$ cat src/rtl/cfg_autoload_pkg.sv
// Package: shared types and helpers for the configuration autoloader.
// Assumes: nothing beyond IEEE 1800-2017 packages.
package cfg_autoload_pkg;

    // States of the serial word reader.
    typedef enum logic [1:0] {
        RD_IDLE  = 2'd0,
        RD_SHIFT = 2'd1,
        RD_GAP   = 2'd2,
        RD_DONE  = 2'd3
    } rd_state_t;

    // Direct-access register layout, MSB first.
    typedef struct packed {
        logic en;
        logic cs;
        logic sk;
        logic di;
    } dir_reg_t;

    // Default value of configuration byte k.
    function automatic logic [7:0] cfg_default(logic [7:0] base, int k);
        return base + 8'(k);
    endfunction

endpackage

$ cat src/rtl/ee_tick_gen.sv
// Module: ee_tick_gen
// Emits a one-cycle enable every HALF system clocks while en_i is high.
// The reader uses it to pace each half period of the serial clock.
// Assumes: HALF >= 2. The counter restarts whenever en_i is low.
module ee_tick_gen #(
    parameter int HALF = 32
) (
    input  logic clk,
    input  logic rst_n,
    input  logic en_i,
    output logic tick_o
);
    localparam int CW = $clog2(HALF);
    localparam logic [CW-1:0] LAST = CW'(HALF - 1);

    logic [CW-1:0] cnt_q;

    // Free-running divide counter, held at zero while idle.
    always_ff @(posedge clk) begin
        if (!rst_n || !en_i) begin
            cnt_q <= '0;
        end else if (cnt_q == LAST) begin
            cnt_q <= '0;
        end else begin
            cnt_q <= cnt_q + 1'b1;
        end
    end

    assign tick_o = en_i && (cnt_q == LAST);
endmodule

$ cat src/rtl/ee_word_reader.sv
// Module: ee_word_reader
// Runs three-wire serial READ frames for words 0..WORDS-1 in ascending order.
// Each frame sends start bit, opcode 10 and the address, then shifts in 16 bits.
// Serial data out changes while the clock is low; data in is sampled at rising edges.
// Assumes: tick_i is pulsed once per serial half period while active_o is high.
module ee_word_reader
    import cfg_autoload_pkg::*;
#(
    parameter int WORDS  = 41,
    parameter int ADDR_W = 6
) (
    input  logic        clk,
    input  logic        rst_n,
    input  logic        start_i,
    input  logic        tick_i,
    input  logic        do_i,
    output logic        active_o,
    output logic        cs_o,
    output logic        sk_o,
    output logic        di_o,
    output logic        word_vld_o,
    output logic [15:0] word_o,
    output logic        fin_o
);
    localparam int CMD_BITS   = 3 + ADDR_W;
    localparam int FRAME_BITS = CMD_BITS + 16;
    localparam int BW         = $clog2(FRAME_BITS);
    localparam logic [BW-1:0]     LAST_BIT  = BW'(FRAME_BITS - 1);
    localparam logic [BW-1:0]     FIRST_DAT = BW'(CMD_BITS);
    localparam logic [ADDR_W-1:0] LAST_ADR  = ADDR_W'(WORDS - 1);

    rd_state_t             state_q;
    logic [BW-1:0]         bit_q;
    logic [ADDR_W-1:0]     addr_q;
    logic [CMD_BITS-1:0]   cmd_q;
    logic [14:0]           sh_q;
    logic                  gap_q;

    assign active_o = (state_q == RD_SHIFT) || (state_q == RD_GAP);
    assign di_o     = cmd_q[CMD_BITS-1];

    // Frame sequencer: command shift-out, data shift-in, inter-word gap.
    always_ff @(posedge clk) begin
        if (!rst_n) begin
            state_q    <= RD_IDLE;
            bit_q      <= '0;
            addr_q     <= '0;
            cmd_q      <= '0;
            sh_q       <= '0;
            gap_q      <= 1'b0;
            cs_o       <= 1'b0;
            sk_o       <= 1'b0;
            word_vld_o <= 1'b0;
            word_o     <= '0;
            fin_o      <= 1'b0;
        end else begin
            word_vld_o <= 1'b0;
            fin_o      <= 1'b0;
            case (state_q)
                RD_IDLE: begin
                    if (start_i) begin
                        state_q <= RD_SHIFT;
                        cs_o    <= 1'b1;
                        bit_q   <= '0;
                        cmd_q   <= {3'b110, addr_q};
                    end
                end
                RD_SHIFT: begin
                    if (tick_i && !sk_o) begin
                        sk_o <= 1'b1;
                        if (bit_q >= FIRST_DAT) begin
                            sh_q <= {sh_q[13:0], do_i};
                        end
                        if (bit_q == LAST_BIT) begin
                            word_vld_o <= 1'b1;
                            word_o     <= {sh_q, do_i};
                        end
                    end else if (tick_i) begin
                        sk_o  <= 1'b0;
                        cmd_q <= {cmd_q[CMD_BITS-2:0], 1'b0};
                        if (bit_q == LAST_BIT) begin
                            cs_o  <= 1'b0;
                            bit_q <= '0;
                            if (addr_q == LAST_ADR) begin
                                state_q <= RD_DONE;
                                fin_o   <= 1'b1;
                            end else begin
                                state_q <= RD_GAP;
                                gap_q   <= 1'b0;
                                addr_q  <= addr_q + 1'b1;
                            end
                        end else begin
                            bit_q <= bit_q + 1'b1;
                        end
                    end
                end
                RD_GAP: begin
                    if (tick_i && gap_q) begin
                        state_q <= RD_SHIFT;
                        cs_o    <= 1'b1;
                        cmd_q   <= {3'b110, addr_q};
                    end else if (tick_i) begin
                        gap_q <= 1'b1;
                    end
                end
                default: ;
            endcase
        end
    end
endmodule

$ cat src/rtl/cfg_image_bank.sv
// Module: cfg_image_bank
// Collects words into a staging image while summing the bytes, then commits
// the image to the visible bank once fin_i arrives. A bad sum restores the
// defaults above the station-address bytes and keeps those bytes as read.
// Assumes: at most WORDS word_vld_i pulses occur before fin_i.
module cfg_image_bank
    import cfg_autoload_pkg::*;
#(
    parameter int          WORDS      = 41,
    parameter int          ADDR_BYTES = 16,
    parameter logic [7:0]  DEF_BASE   = 8'h40
) (
    input  logic                 clk,
    input  logic                 rst_n,
    input  logic                 word_vld_i,
    input  logic [15:0]          word_i,
    input  logic                 fin_i,
    output logic [WORDS*16-1:0]  cfg_o,
    output logic                 valid_o,
    output logic                 done_o
);
    localparam int BYTES = 2 * WORDS;
    localparam int PW    = $clog2(WORDS);

    logic [WORDS*16-1:0] stage_q;
    logic [PW-1:0]       wptr_q;
    logic [7:0]          sum_q;
    logic                pass;

    assign pass = (sum_q == 8'hFF);

    // Staging store and running byte sum.
    always_ff @(posedge clk) begin
        if (!rst_n) begin
            stage_q <= '0;
            wptr_q  <= '0;
            sum_q   <= '0;
        end else if (word_vld_i) begin
            stage_q[16*wptr_q +: 16] <= word_i;
            wptr_q <= wptr_q + 1'b1;
            sum_q  <= sum_q + word_i[7:0] + word_i[15:8];
        end
    end

    // Completion flags, taken at commit time.
    always_ff @(posedge clk) begin
        if (!rst_n) begin
            valid_o <= 1'b0;
            done_o  <= 1'b0;
        end else if (fin_i) begin
            valid_o <= pass;
            done_o  <= 1'b1;
        end
    end

    for (genvar k = 0; k < BYTES; k++) begin : g_byte
        logic [7:0] byte_q;
        assign cfg_o[8*k +: 8] = byte_q;
        if (k < ADDR_BYTES) begin : g_addr
            // Station-address byte: takes the read value on any commit.
            always_ff @(posedge clk) begin
                if (!rst_n) begin
                    byte_q <= 8'h00;
                end else if (fin_i) begin
                    byte_q <= stage_q[8*k +: 8];
                end
            end
        end else begin : g_cfg
            localparam logic [7:0] DEF = cfg_default(DEF_BASE, k);
            // Loadable byte: read value on a good image, default otherwise.
            always_ff @(posedge clk) begin
                if (!rst_n) begin
                    byte_q <= DEF;
                end else if (fin_i) begin
                    byte_q <= pass ? stage_q[8*k +: 8] : DEF;
                end
            end
        end
    end
endmodule

$ cat src/rtl/cfg_autoload.sv
// Module: cfg_autoload (top)
// Looks at the pad during reset to detect the EEPROM, runs the word reader,
// commits the image bank and hands the serial pins to software on request.
// Assumes: CLK_HALF system clocks per serial half period respect the part's rate.
module cfg_autoload
    import cfg_autoload_pkg::*;
#(
    parameter int         CLK_HALF   = 32,
    parameter int         IMG_WORDS  = 41,
    parameter int         ADDR_W     = 6,
    parameter int         ADDR_BYTES = 16,
    parameter logic [7:0] DEF_BASE   = 8'h40
) (
    input  logic                     clk,
    input  logic                     rst_n,
    input  logic                     sk_pad_i,
    output logic                     ee_cs_o,
    output logic                     ee_sk_o,
    output logic                     ee_di_o,
    input  logic                     ee_do_i,
    output logic                     busy_o,
    output logic                     done_o,
    output logic                     valid_o,
    input  logic                     dir_we_i,
    input  logic [3:0]               dir_wdata_i,
    output logic [4:0]               dir_rdata_o,
    output logic [IMG_WORDS*16-1:0]  cfg_o
);
    localparam int IMG_BYTES = 2 * IMG_WORDS;

    logic        present_q;
    logic        busy_q;
    logic        do_q;
    dir_reg_t    dir_q;
    logic        rd_active, rd_tick, rd_cs, rd_sk, rd_di;
    logic        word_vld, fin;
    logic [15:0] word;

    // Presence capture during reset and the busy/retry flag.
    always_ff @(posedge clk) begin
        if (!rst_n) begin
            present_q <= sk_pad_i;
            busy_q    <= sk_pad_i;
        end else if (fin) begin
            busy_q <= 1'b0;
        end
    end

    // Direct-access register; writes are refused while loading.
    always_ff @(posedge clk) begin
        if (!rst_n) begin
            dir_q <= '0;
            do_q  <= 1'b0;
        end else begin
            do_q <= ee_do_i;
            if (dir_we_i && !busy_q) begin
                dir_q <= dir_reg_t'(dir_wdata_i);
            end
        end
    end

    ee_tick_gen #(.HALF(CLK_HALF)) tick_i (
        .clk    (clk),
        .rst_n  (rst_n),
        .en_i   (rd_active),
        .tick_o (rd_tick)
    );

    ee_word_reader #(.WORDS(IMG_WORDS), .ADDR_W(ADDR_W)) reader_i (
        .clk        (clk),
        .rst_n      (rst_n),
        .start_i    (present_q),
        .tick_i     (rd_tick),
        .do_i       (ee_do_i),
        .active_o   (rd_active),
        .cs_o       (rd_cs),
        .sk_o       (rd_sk),
        .di_o       (rd_di),
        .word_vld_o (word_vld),
        .word_o     (word),
        .fin_o      (fin)
    );

    cfg_image_bank #(
        .WORDS(IMG_WORDS), .ADDR_BYTES(ADDR_BYTES), .DEF_BASE(DEF_BASE)
    ) bank_i (
        .clk        (clk),
        .rst_n      (rst_n),
        .word_vld_i (word_vld),
        .word_i     (word),
        .fin_i      (fin),
        .cfg_o      (cfg_o),
        .valid_o    (valid_o),
        .done_o     (done_o)
    );

    // Pin ownership: software only when enabled and not loading.
    always_comb begin
        if (dir_q.en && !busy_q) begin
            ee_cs_o = dir_q.cs;
            ee_sk_o = dir_q.sk;
            ee_di_o = dir_q.di;
        end else begin
            ee_cs_o = rd_cs;
            ee_sk_o = rd_sk;
            ee_di_o = rd_di;
        end
    end

    assign busy_o      = busy_q;
    assign dir_rdata_o = {dir_q, do_q};
endmodule

$ cat config.mk
export PLATFORM = sky130hd
export DESIGN_NAME = cfg_autoload
export DESIGN_NICKNAME = d
export VERILOG_FILES = /design/src/rtl/cfg_autoload_pkg.sv /design/src/rtl/ee_tick_gen.sv /design/src/rtl/ee_word_reader.sv /design/src/rtl/cfg_image_bank.sv /design/src/rtl/cfg_autoload.sv
export SDC_FILE = /design/constraint.sdc
export NUM_CORES = 2
export LEC_CHECK = 0
export BUFFER_PORTS_ARGS = -buffer_cell sky130_fd_sc_hd__buf_2
export CAP_MARGIN = 20
export CORE_AREA = 2 2 417 336
export DETAILED_ROUTE_END_ITERATION = 16
export DIE_AREA = 0 0 419 338
export PLACE_DENSITY_LB_ADDON = 0.08
export SLEW_MARGIN = 40
export SYNTH_ARGS = -nofsm -noshare
export SYNTH_HDL_FRONTEND = slang
export SYNTH_SLANG_ARGS = --single-unit
$ cat constraint.sdc
create_clock -name clk -period 3.12 [get_ports clk]
set_clock_uncertainty 0.05 [all_clocks]
set_input_delay 0.156 -clock clk [delete_from_list [all_inputs] [get_ports clk]]
set_output_delay 0.156 -clock clk [all_outputs]
set_load 0.05 [all_outputs]
==> summary.txt <==
Synthesis
  – Post-Syn Nets: ~4600
  – Syn avg cell area: roughly 10 sq um
  – Asr flop ratio synth: 0%
  – Post-synth EDFFs: 2
  – Mapped Cells: 4580
  – Sequential share of the synthesized area: 58.6%
  – Top_reg_cell synth: dfxtp_1
  – Synth cell types: 75
  – Yosys Warn Count: 0
  – FF+latch count, synth: 1398
  – Synthesized area: 0.0478 sq mm

Clocking
  – TritonCTS Buffers: 148
  – Clk buf depth: 3
  – Sink Count: 1398
  – Worst-path clk slew: 0.06 ns
  – CTS tree: done
  – H-tree level count: 4
  – Root Buffer: clkbuf_16
  – Clk_lat worst skew: 0.80 ns
  – Setup Buffers After CTS: 0

Critical path
  – Reg2Reg Setup Slack: 0.18 ns
  – Crit path DAT: 3.54 ns
  – Reg2reg start: bank_i.wptr_q[3]
  – Setup CP Type: flip-flop to flip-flop
  – Reg-to-Reg End: bank_i.stage_q[484]
  – CP Max Fanout: 32
  – R2R depth: 9
  – Worst setup EP type: flip-flop
  – Worst path required time: 3.71 ns
  – Crit path launch type: flip-flop

STA
  – Final count of pins violating max slew: 0
  – Final setup vio count: 0
  – Tmin final: 2.94 ns
  – Period utilization: 94.4%
  – Fin. Hold Viols: 0
  – Worst slew pin tran: 0.798 ns
  – F_max: 340 MHz
  – Setup Total Neg Slack: 0 ns
  – Rel. slew slack: 46.7%
  – RSZ-0062 raised after global routing: no

Power and ir drop
  – Leakage power: 23.2 nW
  – P per Cell Area: 615 mW/mm^2
  – Peak supply drop: 0.000496 V

Die
  – Row cnt: ~120
  – Die width: 419 um
  – Core footprint: 0.138 sq mm
  – Chip height: 338 um
  – Die area: roughly 0.14 sq mm
  – Starting Density: 34.7%
  – I/O pin count: 676

Worst hold path
  – Hold Path Depth: 2
  – Worst Hold Launch: sk_pad_i
  – Worst hold path class: input port to flip-flop
  – Worst Hold End: present_q

Detailed routing
  – DRC marker count from the first detailed-route iteration: 2677
  – Via Count: 36700
  – Post-DRT Antenna Nets: 0
  – DR WL/cell: roughly 25 um
  – DRC Markers: 0
  – Vias per cell: 5.12
  – Drt first pass iters: 5
  – Drt total wl: 181 mm

Layout
  – Share of cells above drive strength 1: 22.4%
  – P&R area growth vs syn: 23.2%
  – NumNets Final: approximately 5200
  – Final Non-Filler Cells: 7167
  – Most frequent cells in the layout: 1395 x dfxtp_1, 674 x buf_2, 411 x nand2_1
  – Most common cell after layout, fill and taps aside: dfxtp_1
  – Layout fillers: 13400

Global routing
  – First-pass GRT wire length: 255 mm
  – Initial antenna violation count: 9
  – Number of global-route vias before repair: roughly 34000
  – Global Route Usage Sum: 24.8%
  – Largest net degree at the start of global routing: around 110
  – Gr ovfl total: 0

Placed design
  – Inst Count DP: around 6900
  – Port Buf Inserts: slightly below 700
  – GP Congestion: 0.878
  – HPWL after DPL: 121 mm

Flow run
  – Total of max-cap violations: 0

Status
  – Outcome: finished, final reports clean
[kinds of logic after synthesis]
group                    share of synthesized area [%]
AND/OR/NAND/NOR                                   12.1
multiplexers                                      8.39
adder cells (fa/ha/maj)                          0.859
flip-flops                                        58.6
XOR/XNOR                                         0.453
buffers and inverters                             3.77
AO/OA/AOI/OAI                                     15.9
[through the flow]
stage          setup slack [ns]  power, W  cell area (sq um)  util (%)  hold slack [ns]
3_3_place_gp              0.159    0.0189              53800      39.1            0.327
5_1_grt                  0.0352    0.0374              58900      42.8           0.0586
3_5_place_dp              0.175    0.0189              53900      39.2            0.331
2_1_floorplan             0.162    0.0187              47800         -            0.205
4_1_cts                   0.143    0.0367              58900      42.8           0.0170
6_report                  0.175    0.0362              58900      42.8           0.0782
[how the worst max path moves through the flow]
stage / from / endpoint
global route: bank_i.wptr_q[0] / bank_i.stage_q[491]
finish: bank_i.wptr_q[3] / bank_i.stage_q[484]
CTS: bank_i.wptr_q[1] / bank_i.stage_q[484]
global placement: bank_i.wptr_q[0] / bank_i.stage_q[207]
detailed placement: bank_i.wptr_q[1] / bank_i.stage_q[484]
floorplan: bank_i.wptr_q[1] / bank_i.stage_q[489]
[cell usage after synthesis (15+ instances only)]
master	count	area share (%)
clkbuf_1	295	2.3
inv_1	21	0.16
o22a_1	261	4.8
o31ai_1	49	0.77
nand3_1	328	3.4
ha_1	20	0.52
nand2_1	419	3.3
dfxtp_1	1396	58
buf_2	60	0.63
mux2i_1	395	8.3
nand4_1	32	0.42
buf_1	35	0.27
a31o_2	15	0.27
o21ai_0	232	2.4
a21oi_1	147	1.5
nor2_1	352	2.8
or3_1	23	0.30
a22o_1	267	4.9
[power breakdown]
| part | leakage (nW) | switching, W | total, W | internal [W] |
|---|---|---|---|---|
| combinational | 9.58 | 0.000506 | 0.000648 | 0.000142 |
| sequential | 11.3 | 0.0000255 | 0.0179 | 0.0179 |
| clock | 2.38 | 0.00748 | 0.0177 | 0.0102 |
[layout make-up]
cell class	count	area [sq um]	share of cell area, %
inverters	26	113	0.191
clock inverters	48	503	0.854
diodes	1	2.50	0.00425
clock buffers	216	4320	7.34
well taps	1860	2330	3.95
flip-flops and latches	1398	28000	47.6
multi-input cells	2747	18100	30.7
repair buffers	871	5510	9.36
[flip-flops by register name, summed over array words and instances, names as in the netlist, 2 cells and up]
signal,cells
bank_i.g_byte.byte_q,656
bank_i.stage_q,656
reader_i.word_o,16
reader_i.sh_q,15
reader_i.cmd_q,9
bank_i.sum_q,8
bank_i.wptr_q,6
reader_i.addr_q,6
reader_i.bit_q,5
tick_i.cnt_q,5
dir_rdata_o,4
reader_i.state_q,2
[critical path, stage by stage, from the launching register on]
cell	delay, ns
dfxtp_1	0.51
nor4_4	0.06
nor2b_1	0.13
ha_1	0.31
nand2b_1	0.14
mux2_2	0.41
or4b_1	0.67
buf_4	0.30
nand3_1	0.12
o21ai_0	0.09
[timing repair]
action                                 4_1_cts  5_1_grt
setup endpoints to repair                    0       21
hold buffers                                11        0
endpoints found under the hold margin       82        0
resized for setup                            0        1
[routing by layer]
metal	share of wire [%]	GRT usage (%)	vias up
met5	0	0	-
met4	2.8	8.03	0
met3	5.5	4.89	212
met2	46	39.4	983
met1	46	33.9	18000
li1	-	-	17500
(Power assumes the default switching activity.)
